**config.mk**
```make
export PLATFORM = sky130hd
export DESIGN_NAME = mdio_mgmt_ctrl
export DESIGN_NICKNAME = d
export VERILOG_FILES = /design/src/rtl/mdio_pkg.sv /design/src/rtl/mdio_clkgen.sv /design/src/rtl/mdio_regs.sv /design/src/rtl/mdio_engine.sv /design/src/rtl/mdio_mgmt_ctrl.sv
export SDC_FILE = /design/constraint.sdc
export NUM_CORES = 1
export LEC_CHECK = 0
export CAP_MARGIN = 20
export CELL_PAD_IN_SITES_DETAIL_PLACEMENT = 1
export CELL_PAD_IN_SITES_GLOBAL_PLACEMENT = 2
export CORE_MARGIN = 2
export CORE_UTILIZATION = 28
export CTS_BUF_LIST = sky130_fd_sc_hd__clkbuf_16
export DETAILED_ROUTE_END_ITERATION = 7
export PLACE_DENSITY = 0.76
export SYNTH_ARGS = -nofsm -noshare
export SYNTH_HDL_FRONTEND = slang
export SYNTH_SLANG_ARGS = --single-unit
```
**constraint.sdc**
```tcl
create_clock -name clk -period 2.7 [get_ports clk]
set_clock_uncertainty 0.1 [all_clocks]
set_input_delay 0.405 -clock clk [delete_from_list [all_inputs] [get_ports clk]]
set_output_delay 0.405 -clock clk [all_outputs]
set_load 0.01 [all_outputs]
```
**src/rtl/mdio_pkg.sv**
```systemverilog
package mdio_pkg;
  localparam int FRAME_BITS = 32;
  localparam int PRE_BITS   = 32;
  localparam int SKIP_BIT   = 8;
  localparam int RELEASE_AT = 15;
  localparam int DATA_FIRST = 16;

  typedef enum logic [1:0] {ENG_IDLE, ENG_ARM, ENG_PRE, ENG_FRAME} eng_state_t;

  function automatic logic is_read_op(input logic [31:0] w);
    return w[29:28] == 2'b10;
  endfunction

  function automatic logic master_drives(input logic rd, input logic [4:0] idx);
    return !rd || (int'(idx) < RELEASE_AT);
  endfunction

  function automatic logic samples_bit(input logic rd, input logic [4:0] idx);
    return rd && (int'(idx) >= DATA_FIRST);
  endfunction

  function automatic logic [31:0] rotl1(input logic [31:0] w);
    return {w[30:0], w[31]};
  endfunction
endpackage

```
**src/rtl/mdio_clkgen.sv**
```systemverilog
module mdio_clkgen #(
  parameter int DIV_W = 6
) (
  input  logic             clk,
  input  logic             rst_n,
  input  logic [DIV_W-1:0] div,
  output logic             mdc,
  output logic             rise_evt,
  output logic             fall_evt
);
  logic [DIV_W-1:0] cnt;
  logic             tick;

  assign tick     = (div != '0) && (cnt >= div - DIV_W'(1));
  assign rise_evt = tick && !mdc;
  assign fall_evt = tick && mdc;

  always_ff @(posedge clk or negedge rst_n) begin
    if (!rst_n) begin
      cnt <= '0;
      mdc <= 1'b0;
    end else if (div == '0) begin
      cnt <= '0;
      mdc <= 1'b0;
    end else if (tick) begin
      cnt <= '0;
      mdc <= ~mdc;
    end else begin
      cnt <= cnt + DIV_W'(1);
    end
  end
endmodule

```
**src/rtl/mdio_regs.sv**
```systemverilog
module mdio_regs #(
  parameter int DIV_W = 6
) (
  input  logic             clk,
  input  logic             rst_n,
  input  logic             bus_sel,
  input  logic             bus_wr,
  input  logic [1:0]       bus_addr,
  input  logic [DIV_W-1:0] wr_div,
  input  logic             wr_skip,
  input  logic             wr_clr,
  input  logic [31:0]      frame_word,
  input  logic             busy,
  input  logic             done_evt,
  output logic [DIV_W-1:0] div,
  output logic             skip_pre,
  output logic             frame_we,
  output logic             evt_flag,
  output logic [31:0]      rdata
);
  import mdio_pkg::*;

  logic ctrl_we, evt_we;

  assign frame_we = bus_sel && bus_wr && (bus_addr == 2'd0);
  assign ctrl_we  = bus_sel && bus_wr && (bus_addr == 2'd1);
  assign evt_we   = bus_sel && bus_wr && (bus_addr == 2'd2);

  always_ff @(posedge clk or negedge rst_n) begin
    if (!rst_n) begin
      div      <= '0;
      skip_pre <= 1'b0;
    end else if (ctrl_we) begin
      div      <= wr_div;
      skip_pre <= wr_skip;
    end
  end

  always_ff @(posedge clk or negedge rst_n) begin
    if (!rst_n)                 evt_flag <= 1'b0;
    else if (done_evt)          evt_flag <= 1'b1;
    else if (evt_we && wr_clr)  evt_flag <= 1'b0;
  end

  always_comb begin
    rdata = '0;
    case (bus_addr)
      2'd0: rdata = frame_word;
      2'd1: begin
        rdata[DIV_W-1:0] = div;
        rdata[SKIP_BIT]  = skip_pre;
      end
      2'd2: rdata[0] = evt_flag;
      default: rdata[0] = busy;
    endcase
  end
endmodule

```
**src/rtl/mdio_engine.sv**
```systemverilog
module mdio_engine (
  input  logic        clk,
  input  logic        rst_n,
  input  logic        frame_we,
  input  logic [31:0] wdata,
  input  logic        div_nz,
  input  logic        skip_pre,
  input  logic        rise_evt,
  input  logic        fall_evt,
  input  logic        mdio_i,
  output logic [31:0] shreg,
  output logic        busy,
  output logic        mdio_o,
  output logic        mdio_oe,
  output logic        done_evt
);
  import mdio_pkg::*;

  eng_state_t state;
  logic [4:0] pcnt;
  logic [4:0] fidx;
  logic       rd_op;
  logic       begin_frame, advance, sample_now;

  assign busy        = (state != ENG_IDLE);
  assign begin_frame = fall_evt && ((state == ENG_ARM && skip_pre) ||
                                    (state == ENG_PRE && pcnt == 5'd31));
  assign advance     = fall_evt && (state == ENG_FRAME) && (fidx != 5'd31);
  assign done_evt    = fall_evt && (state == ENG_FRAME) && (fidx == 5'd31);
  assign sample_now  = rise_evt && (state == ENG_FRAME) && samples_bit(rd_op, fidx);

  always_ff @(posedge clk or negedge rst_n) begin
    if (!rst_n) begin
      state   <= ENG_IDLE;
      pcnt    <= '0;
      fidx    <= '0;
      rd_op   <= 1'b0;
      mdio_o  <= 1'b0;
      mdio_oe <= 1'b0;
    end else begin
      if (state == ENG_IDLE && frame_we && div_nz) begin
        state <= ENG_ARM;
        rd_op <= is_read_op(wdata);
      end
      if (begin_frame) begin
        state   <= ENG_FRAME;
        fidx    <= '0;
        mdio_o  <= shreg[31];
        mdio_oe <= 1'b1;
      end else if (fall_evt && state == ENG_ARM) begin
        state   <= ENG_PRE;
        pcnt    <= '0;
        mdio_o  <= 1'b1;
        mdio_oe <= 1'b1;
      end else if (fall_evt && state == ENG_PRE) begin
        pcnt <= pcnt + 5'd1;
      end else if (advance) begin
        fidx    <= fidx + 5'd1;
        mdio_o  <= shreg[31];
        mdio_oe <= master_drives(rd_op, fidx + 5'd1);
      end else if (done_evt) begin
        state   <= ENG_IDLE;
        mdio_o  <= 1'b0;
        mdio_oe <= 1'b0;
      end
    end
  end

  always_ff @(posedge clk or negedge rst_n) begin
    if (!rst_n)                     shreg <= '0;
    else if (frame_we)              shreg <= wdata;
    else if (begin_frame || advance) shreg <= rotl1(shreg);
    else if (sample_now)            shreg <= {shreg[31:1], mdio_i};
  end
endmodule

```
**src/rtl/mdio_mgmt_ctrl.sv**
```systemverilog
module mdio_mgmt_ctrl #(
  parameter int DIV_W = 6
) (
  input  logic        clk,
  input  logic        rst_n,
  input  logic        bus_sel,
  input  logic        bus_wr,
  input  logic [1:0]  bus_addr,
  input  logic [31:0] bus_wdata,
  output logic [31:0] bus_rdata,
  output logic        mdc_o,
  input  logic        mdio_i,
  output logic        mdio_o,
  output logic        mdio_oe,
  output logic        irq_o
);
  import mdio_pkg::*;

  logic [DIV_W-1:0] div_val;
  logic             skip_pre, frame_we, evt_flag, busy, done_evt;
  logic             rise_evt, fall_evt;
  logic [31:0]      shreg;

  mdio_clkgen #(.DIV_W(DIV_W)) u_clk (
    .clk(clk), .rst_n(rst_n), .div(div_val),
    .mdc(mdc_o), .rise_evt(rise_evt), .fall_evt(fall_evt)
  );

  mdio_regs #(.DIV_W(DIV_W)) u_regs (
    .clk(clk), .rst_n(rst_n), .bus_sel(bus_sel), .bus_wr(bus_wr),
    .bus_addr(bus_addr), .wr_div(bus_wdata[DIV_W-1:0]),
    .wr_skip(bus_wdata[SKIP_BIT]), .wr_clr(bus_wdata[0]),
    .frame_word(shreg), .busy(busy), .done_evt(done_evt),
    .div(div_val), .skip_pre(skip_pre), .frame_we(frame_we),
    .evt_flag(evt_flag), .rdata(bus_rdata)
  );

  mdio_engine u_eng (
    .clk(clk), .rst_n(rst_n), .frame_we(frame_we), .wdata(bus_wdata),
    .div_nz(div_val != '0), .skip_pre(skip_pre),
    .rise_evt(rise_evt), .fall_evt(fall_evt), .mdio_i(mdio_i),
    .shreg(shreg), .busy(busy), .mdio_o(mdio_o), .mdio_oe(mdio_oe),
    .done_evt(done_evt)
  );

  assign irq_o = evt_flag;
endmodule

```
==> impl_summary.log, run 1 <==
INFO  metric status = complete, no violations
INFO  metric maximum_number_of_pins_on_one_net_before_global_route_repair = 54
INFO  metric synth_commonest_cells = sky130_fd_sc_hd__dfrtp_1 (62), sky130_fd_sc_hd__nor2_1 (51), sky130_fd_sc_hd__nand3_1 (36)
INFO  metric postSynthNetCount = 452
INFO  metric dominantRegCellSynth = sky130_fd_sc_hd__dfrtp_1
INFO  metric timing_worst_slew_pin_value = 663.6 ps
INFO  metric clk_pin_slew = 60 ps
INFO  metric timing_hold_violations_final = 0
INFO  metric synth_sequential_area_ratio = 0.4229
INFO  metric area.sequential = 0.001553 mm²
INFO  metric area_growth_syn_to_layout = 38.81%
INFO  metric dp_hpwl = 8258 µm
INFO  metric grtUsageTotal = 0.1692
INFO  metric most_instantiated_library_cell_after_synthesis = sky130_fd_sc_hd__dfrtp_1
INFO  metric worstHoldPathType = in -> async
INFO  metric setup_viol = 0
INFO  metric io_buffer_count = 74
INFO  metric synthesis.yosys.warnings = 0
INFO  metric power.switching = 2174 µW
INFO  metric dieWidth = 118.5 µm
INFO  metric cts_root_buf = sky130_fd_sc_hd__clkbuf_16
INFO  metric finalWorstPathRequiredPeriod = 2601 ps
INFO  metric die_area = 0.01403 mm²
INFO  metric synth.avg_cell_area = 9.148 µm²
INFO  metric detail_route.drc_violations = 0
INFO  metric cts_made_buffers = 9
INFO  metric async_flop_share = 1.000
INFO  metric diodes = 0
INFO  metric post_drt_via_cell_ratio = 5.157
INFO  metric ant_nets = 0
INFO  metric reg2reg_setup_slack = 100 ps
INFO  metric post_route_cell_area = 0.005092 mm²
INFO  metric post_synth_main_area_contributors = sky130_fd_sc_hd__dfrtp_1 (42%), sky130_fd_sc_hd__a31oi_1 (5.6%), sky130_fd_sc_hd__nor2_1 (5.2%)
INFO  metric initial_utilization = 0.2884
INFO  metric filler_cell_count = 1535
INFO  metric timing.critical_path.fanout_max = 14
INFO  metric final_core_util = 0.4003
INFO  metric avgRoutedWirePerCell = 17.46 µm
INFO  metric wp_data_required = 2850 ps
INFO  metric cp_data_arrival_time = 2750 ps
INFO  metric synth-seq-cells = 62
INFO  metric swShare = 0.4079
INFO  metric power.ir.vdd_worst = 0.3950 mV
INFO  metric rsz0062_at_grt = yes
INFO  metric multi_input_comb_area = 0.001983 mm²
INFO  metric regToRegEndpoint = u_eng.fidx[2]$_DFFE_PN0P_
INFO  metric placedInstanceArea = 0.004757 mm²
INFO  metric internal-power = 3156 µW
INFO  metric synth-edff-count = 0
INFO  metric power_density = 1047 mW/mm²
INFO  metric core-area = 0.01272 mm²
INFO  metric slew_headroom = 0.5576
INFO  metric cts.sinks = 62
INFO  metric fp.dieH = 118.5 µm
INFO  metric row_count = 41
INFO  metric final_max_slew_viol_count = 0
INFO  metric synth_top_cell_area_share = 0.4229
INFO  metric gpl.final_weighted_congestion = 0.7911
INFO  metric crit_path_end_kind = flip-flop
INFO  metric drt_pre_antenna_iters = 4
INFO  metric synthesis.instances = 401
INFO  metric number_of_max_cap_violations = 0
INFO  metric final.period_utilization = 0.9632
INFO  metric clock_power_share = 0.216
INFO  metric share_of_final_layout_standard_cells_stronger_than_drive_strength_1 = 0.1507
INFO  metric clock_tree.buffer_depth = 2
INFO  metric start_kind = flip-flop
INFO  metric io-pin-count = 75
INFO  metric power.sequential.fraction = 0.304
INFO  metric clock_latency = 330 ps
INFO  metric first_global_vias = 3678
INFO  metric clock_tree_from_tritoncts = done
INFO  metric nNetsFinal = 537
INFO  metric mappedNetlistArea = 0.003669 mm²
INFO  metric detailedRoute.firstIterationViolations = 170
INFO  metric finalWirelength = 11580 µm
INFO  metric first_pass_grt_wire_length = 19090 µm
INFO  metric total_leakage_power = 0.002021 µW
INFO  metric number_of_cell_instances_on_the_worst_register_to_register_path = 9
INFO  metric power_frac_comb = 0.479
INFO  metric antenna_violations_before_repair = 0
INFO  metric max_freq = 384.5 MHz
INFO  metric cts-htree-levels = 3
INFO  metric vias = 3419
INFO  metric gr-total-overflow = 0
INFO  metric path_class = reg -> reg
INFO  metric yosys.cell_types.count = 59
INFO  metric synth.largest_area_cell = sky130_fd_sc_hd__dfrtp_1
INFO  metric reg2reg_from = u_regs.div[3]$_DFFE_PN0P_
[flip-flops by register name (all words and copies together), names as in the netlist, 2 cells and up]
register / flops
u_eng.fidx: 5
u_regs.div: 6
u_clk.cnt: 6
u_eng.state: 2
u_eng.shreg: 32
u_eng.pcnt: 5
[what timing repair did]
item / 4_1_cts / 5_1_grt
buffers inserted: 0 / 1
hold buffers: 0 / 0
pin swaps: 3 / 1
setup endpoints to repair: 3 / 16
gates resized for setup: 5 / 5
[worst max path at each step]
stage,start,to,slack (ps),cells after the start
2_1_floorplan,u_regs.div[2]$_DFFE_PN0P_,u_eng.state[0]$_DFF_PN0_,170,10
3_3_place_gp,u_regs.div[0]$_DFFE_PN0P_,u_eng.fidx[2]$_DFFE_PN0P_,70,11
3_5_place_dp,u_regs.div[0]$_DFFE_PN0P_,u_eng.fidx[2]$_DFFE_PN0P_,-40,11
4_1_cts,u_regs.div[0]$_DFFE_PN0P_,u_eng.fidx[2]$_DFFE_PN0P_,7,11
5_1_grt,u_eng.fidx[0]$_DFFE_PN0P_,u_eng.shreg[25]$_DFFE_PN0P_,-4,9
6_report,u_regs.div[3]$_DFFE_PN0P_,u_eng.fidx[2]$_DFFE_PN0P_,100,9
[logic make-up after synthesis]
family | share of synthesized area
compound gates | 0.1948
mux | 0.04400
simple gates | 0.2278
flops | 0.4229
buf+inv | 0.04570
fa+ha+maj | 0.04093
xor+xnor | 0.02387
[worst max-delay path: stages (launching register included)]
cell,delay [ps]
sky130_fd_sc_hd__dfrtp_2,470
sky130_fd_sc_hd__nor2_1,170
sky130_fd_sc_hd__nand2_1,90
sky130_fd_sc_hd__xor2_1,150
sky130_fd_sc_hd__ha_1,310
sky130_fd_sc_hd__nand4_1,160
sky130_fd_sc_hd__o221a_4,330
sky130_fd_sc_hd__buf_12,150
sky130_fd_sc_hd__or3_1,380
sky130_fd_sc_hd__o211ai_1,200
[power groups by stage]
stage | combinational (µW) | sequential (µW) | clock [µW]
after floorplan | 1590 | 1520 | 0
after global placement | 2430 | 1620 | 0
after detailed placement | 2500 | 1620 | 0
after CTS | 2550 | 1620 | 1170
after global routing | 2810 | 1670 | 1210
final | 2560 | 1620 | 1150
[metal layers]
metal | GRT usage | up-vias | routed length, µm
li1 | - | 1627 | -
met1 | 0.2144 | 1721 | 5381
met2 | 0.2883 | 59 | 5727
met3 | 0.03716 | 12 | 306
met4 | 0.04985 | 0 | 161
met5 | 0 | - | 0
[per-stage QoR]
step / hold slack [ps] / TNS (ps) / setup slack (ps) / power, µW / std cells
finish: 5.796 / 0 / 99.33 / 5330 / 663
global route: 49.26 / -6.941 / -3.984 / 5693 / 663
CTS: 27.62 / 0 / 6.837 / 5341 / 662
detailed placement: 382.4 / -39.29 / -39.29 / 4120 / 646
global placement: 373.7 / 0 / 70.30 / 4055 / 646
floorplan: 9.409 / 0 / 169.3 / 3114 / 401
[cell type report]
class	count	share of cell area
repair buffers	102	0.2020
flip-flops and latches	62	0.3049
clock buffers	9	0.04423
well taps	172	0.04226
inverters	6	0.004423
clock inverters	7	0.01278
multi-input cells	305	0.3894
[cell usage in the layout (no fill, tap or decap), drive strengths merged, types with 2 or more instances in the layout]
master	count
nor3	7
nor2	52
clkinv	3
buf	29
or4	2
clkinvlp	3
nor3b	2
a31oi	33
clkbuf	9
inv	6
a22o	2
a21oi	9
o21ai	42
o211ai	3
clkdlybuf4s50	73
mux2i	6
a32o	2
or3	4
and2b	2
nand2	11
a21o	2
xnor2	6
dfrtp	62
o31ai	5
nand4	4
nor2b	2
mux2	7
xor2	4
nand3	36
nand2b	4
a211oi	2
and3	3
ha	12
and2	25
Note: power is estimated with default switching activity, not from simulation.
==> run 2: changes to the inputs <==
--- a/config.mk
+++ b/config.mk
@@ -8,7 +8,6 @@
 export CAP_MARGIN = 20
 export CELL_PAD_IN_SITES_DETAIL_PLACEMENT = 1
 export CELL_PAD_IN_SITES_GLOBAL_PLACEMENT = 2
-export CORE_MARGIN = 2
 export CORE_UTILIZATION = 28
 export CTS_BUF_LIST = sky130_fd_sc_hd__clkbuf_16
 export DETAILED_ROUTE_END_ITERATION = 7
@@ -16,3 +15,4 @@
 export SYNTH_ARGS = -nofsm -noshare
 export SYNTH_HDL_FRONTEND = slang
 export SYNTH_SLANG_ARGS = --single-unit
+export TNS_END_PERCENT = 5
==> impl_summary.log, run 2 (synthesis gave the netlist of run 1 again) <==
INFO  metric status = complete, no violations
INFO  metric io-pin-count = 75 (unchanged)
INFO  metric number_of_max_cap_violations = 0 (unchanged)
INFO  metric antenna_violations_before_repair = 0 (unchanged)
INFO  metric area_growth_syn_to_layout = 38.81% (unchanged)
INFO  metric first_global_vias = 3712 (+0.92%)
INFO  metric path_class = in -> out
INFO  metric cts.sinks = 62 (unchanged)
INFO  metric max_freq = 381.0 MHz (-0.92%)
INFO  metric worstPathCellList = clkdlybuf4s50_1 > nor2_1 > buf_4 > and2_1 > clkdlybuf4s50_1
INFO  metric worstHoldPathType = in -> async
INFO  metric avgRoutedWirePerCell = 17.45 µm (about the same)
INFO  metric reg2reg_setup_slack = 100 ps (about the same)
INFO  metric crit_buf_inv = 3 (+2)
INFO  metric detail_route.drc_violations = 0 (unchanged)
INFO  metric finalWirelength = 11650 µm (+0.67%)
INFO  metric post_drt_via_cell_ratio = 5.159 (about the same)
INFO  metric worst_path_max_delay_cell = sky130_fd_sc_hd__clkdlybuf4s50_1
INFO  metric regToRegEndpoint = u_eng.fidx[3]$_DFFE_PN0P_
INFO  metric clk_pin_slew = 50 ps (about the same)
INFO  metric timing.critical_path.fanout_max = 18 (+4)
INFO  metric io_buffer_count = 74 (unchanged)
INFO  metric dp_hpwl = 8269 µm (+0.13%)
INFO  metric final.period_utilization = 0.9721 (+0.008910)
INFO  metric finalWorstPathRequiredPeriod = 2625 ps (+24.06 ps)
INFO  metric number_of_cell_instances_on_the_worst_register_to_register_path = 8 (-1)
INFO  metric cts-htree-levels = 3 (unchanged)
INFO  metric final_cell_mix = sky130_fd_sc_hd__clkdlybuf4s50_1 (73), sky130_fd_sc_hd__dfrtp_1 (60), sky130_fd_sc_hd__nor2_1 (50)
INFO  metric dieWidth = 116.5 µm (-1.7%)
INFO  metric ant_nets = 0 (unchanged)
INFO  metric die_area = 0.01356 mm² (-3.3%)
INFO  metric area.sequential = 0.001554 mm² (about the same)
INFO  metric gpl.final_weighted_congestion = 0.8211 (+3.8%)
INFO  metric timing.critical_path.mode_cell = sky130_fd_sc_hd__clkdlybuf4s50_1
INFO  metric drt_pre_antenna_iters = 4 (unchanged)
INFO  metric multi_input_comb_area = 0.002003 mm² (+1.0%)
INFO  metric initial_utilization = 0.2884 (unchanged)
INFO  metric top_register = u_eng.shreg
INFO  metric timing_hold_violations_final = 0 (unchanged)
INFO  metric layout.cells.most_common = sky130_fd_sc_hd__clkdlybuf4s50_1
INFO  metric biggestRegsByFlops = u_eng.shreg x32, u_clk.cnt x6, u_regs.div x6
INFO  metric share_of_final_layout_standard_cells_stronger_than_drive_strength_1 = 0.1613 (+0.01058)
INFO  metric wp_data_required = 2190 ps (-660 ps)
INFO  metric clock_tree.buffer_depth = 2 (unchanged)
INFO  metric filler_cell_count = 1517 (-1.2%)
INFO  metric crit_path_end_kind = primary output
INFO  metric fp.dieH = 116.5 µm (-1.7%)
INFO  metric detailedRoute.firstIterationViolations = 200 (+18%)
INFO  metric start_kind = input port
INFO  metric cts_made_buffers = 9 (unchanged)
INFO  metric grtUsageTotal = 0.1839 (+0.01473)
INFO  metric power.ir.vdd_worst = 0.5001 mV (+27%)
INFO  metric timing.setup.tns = 0 ps (unchanged)
INFO  metric reg2reg_from = u_regs.div[1]$_DFFE_PN0P_
INFO  metric slew_headroom = 0.6904 (+0.1328)
INFO  metric core-area = 0.01272 mm² (unchanged)
INFO  metric largest_reg_flops = 32 (unchanged)
INFO  metric first_pass_grt_wire_length = 19430 µm (+1.8%)
INFO  metric vias = 3446 (+0.79%)
INFO  metric nNetsFinal = 542 (+0.93%)
INFO  metric clock_tree_from_tritoncts = done
INFO  metric cts_root_buf = sky130_fd_sc_hd__clkbuf_16
INFO  metric critical-path-max-stage-delay = 540 ps (+70 ps)
INFO  metric clock_latency = 320 ps (about the same)
INFO  metric diodes = 0 (unchanged)
INFO  metric power_density = 1038 mW/mm² (-0.84%)
INFO  metric row_count = 41 (unchanged)
INFO  metric setup_viol = 0 (unchanged)
INFO  metric total_leakage_power = 0.002038 µW (+0.87%)
INFO  metric final_max_slew_viol_count = 0 (unchanged)
INFO  metric gr-total-overflow = 0 (unchanged)
INFO  metric cp_top_family = buffers and inverters
INFO  metric timing_worst_slew_pin_value = 463.4 ps (-200.2 ps)
INFO  metric cp_data_arrival_time = 2120 ps (-630 ps)
INFO  metric p_total = 5285 µW (-0.84%)
INFO  metric maximum_number_of_pins_on_one_net_before_global_route_repair = 65 (+20%)
==> run 2: cell count changes in the layout (fill, tap and decap cells not counted), sizes merged <==
cell,delta
inv,+2
clkinvlp,-2
dlygate4sd3,+1
buf,+4
==> run 2: layer usage <==
metal,GRT usage,wire length (µm),vias to the layer above
li1,-,-,1635
met1,0.2498,5549,1717
met2,0.3037,5535,75
met3,0.02698,371,19
met4,0.05214,197,0
met5,0,0,-
==> run 2: repair_timing <==
action                                  4_1_cts  5_1_grt
hold buffers                                  1        0
gates resized for setup                       1       13
endpoints found under the hold margin         3        0
buffers inserted                              2        2
pin swaps                                     1        5
endpoints found under the setup margin       19       44
==> run 2: report_power, final <==
group / internal (µW) / switching, µW
clock: 700 / 418
sequential: 1290 / 337
combinational: 1130 / 1410
==> run 2: through the flow <==
step                      hold slack (ps)  setup slack (ps)  instance area [µm²]  instances    util
after global routing                343.0            -17.37                 5092        668  0.4003
after global placement              122.9             63.55                 4715        647  0.3706
after floorplan                     9.409             169.3                 3669        401       -
after CTS                           328.3             24.68                 5031        666  0.3955
after detailed placement            124.4            -15.95                 4715        647  0.3706
final                               322.4             75.27                 5092        668  0.4003
==> run 2: worst max path at each step <==
stage,start,slack (ps),cells past startpoint,endpoint
CTS,u_regs.div[0]$_DFFE_PN0P_,20,10,u_eng.fidx[3]$_DFFE_PN0P_
floorplan,u_regs.div[2]$_DFFE_PN0P_,170,10,u_eng.state[0]$_DFF_PN0_
global placement,bus_addr[1],60,5,bus_rdata[18]
detailed placement,u_regs.div[1]$_DFFE_PN0P_,-20,9,u_eng.shreg[12]$_DFFE_PN0P_
global route,u_regs.div[0]$_DFFE_PN0P_,-20,12,u_eng.shreg[12]$_DFFE_PN0P_
finish,bus_addr[1],80,5,bus_rdata[30]
==> run 2: cell type report <==
type	instances	share of cell area
flip-flops and latches	62	0.3052
clock buffers	9	0.04423
multi-input cells	305	0.3934
inverters	6	0.004423
well taps	172	0.04226
clock inverters	7	0.01130
repair buffers	107	0.1993
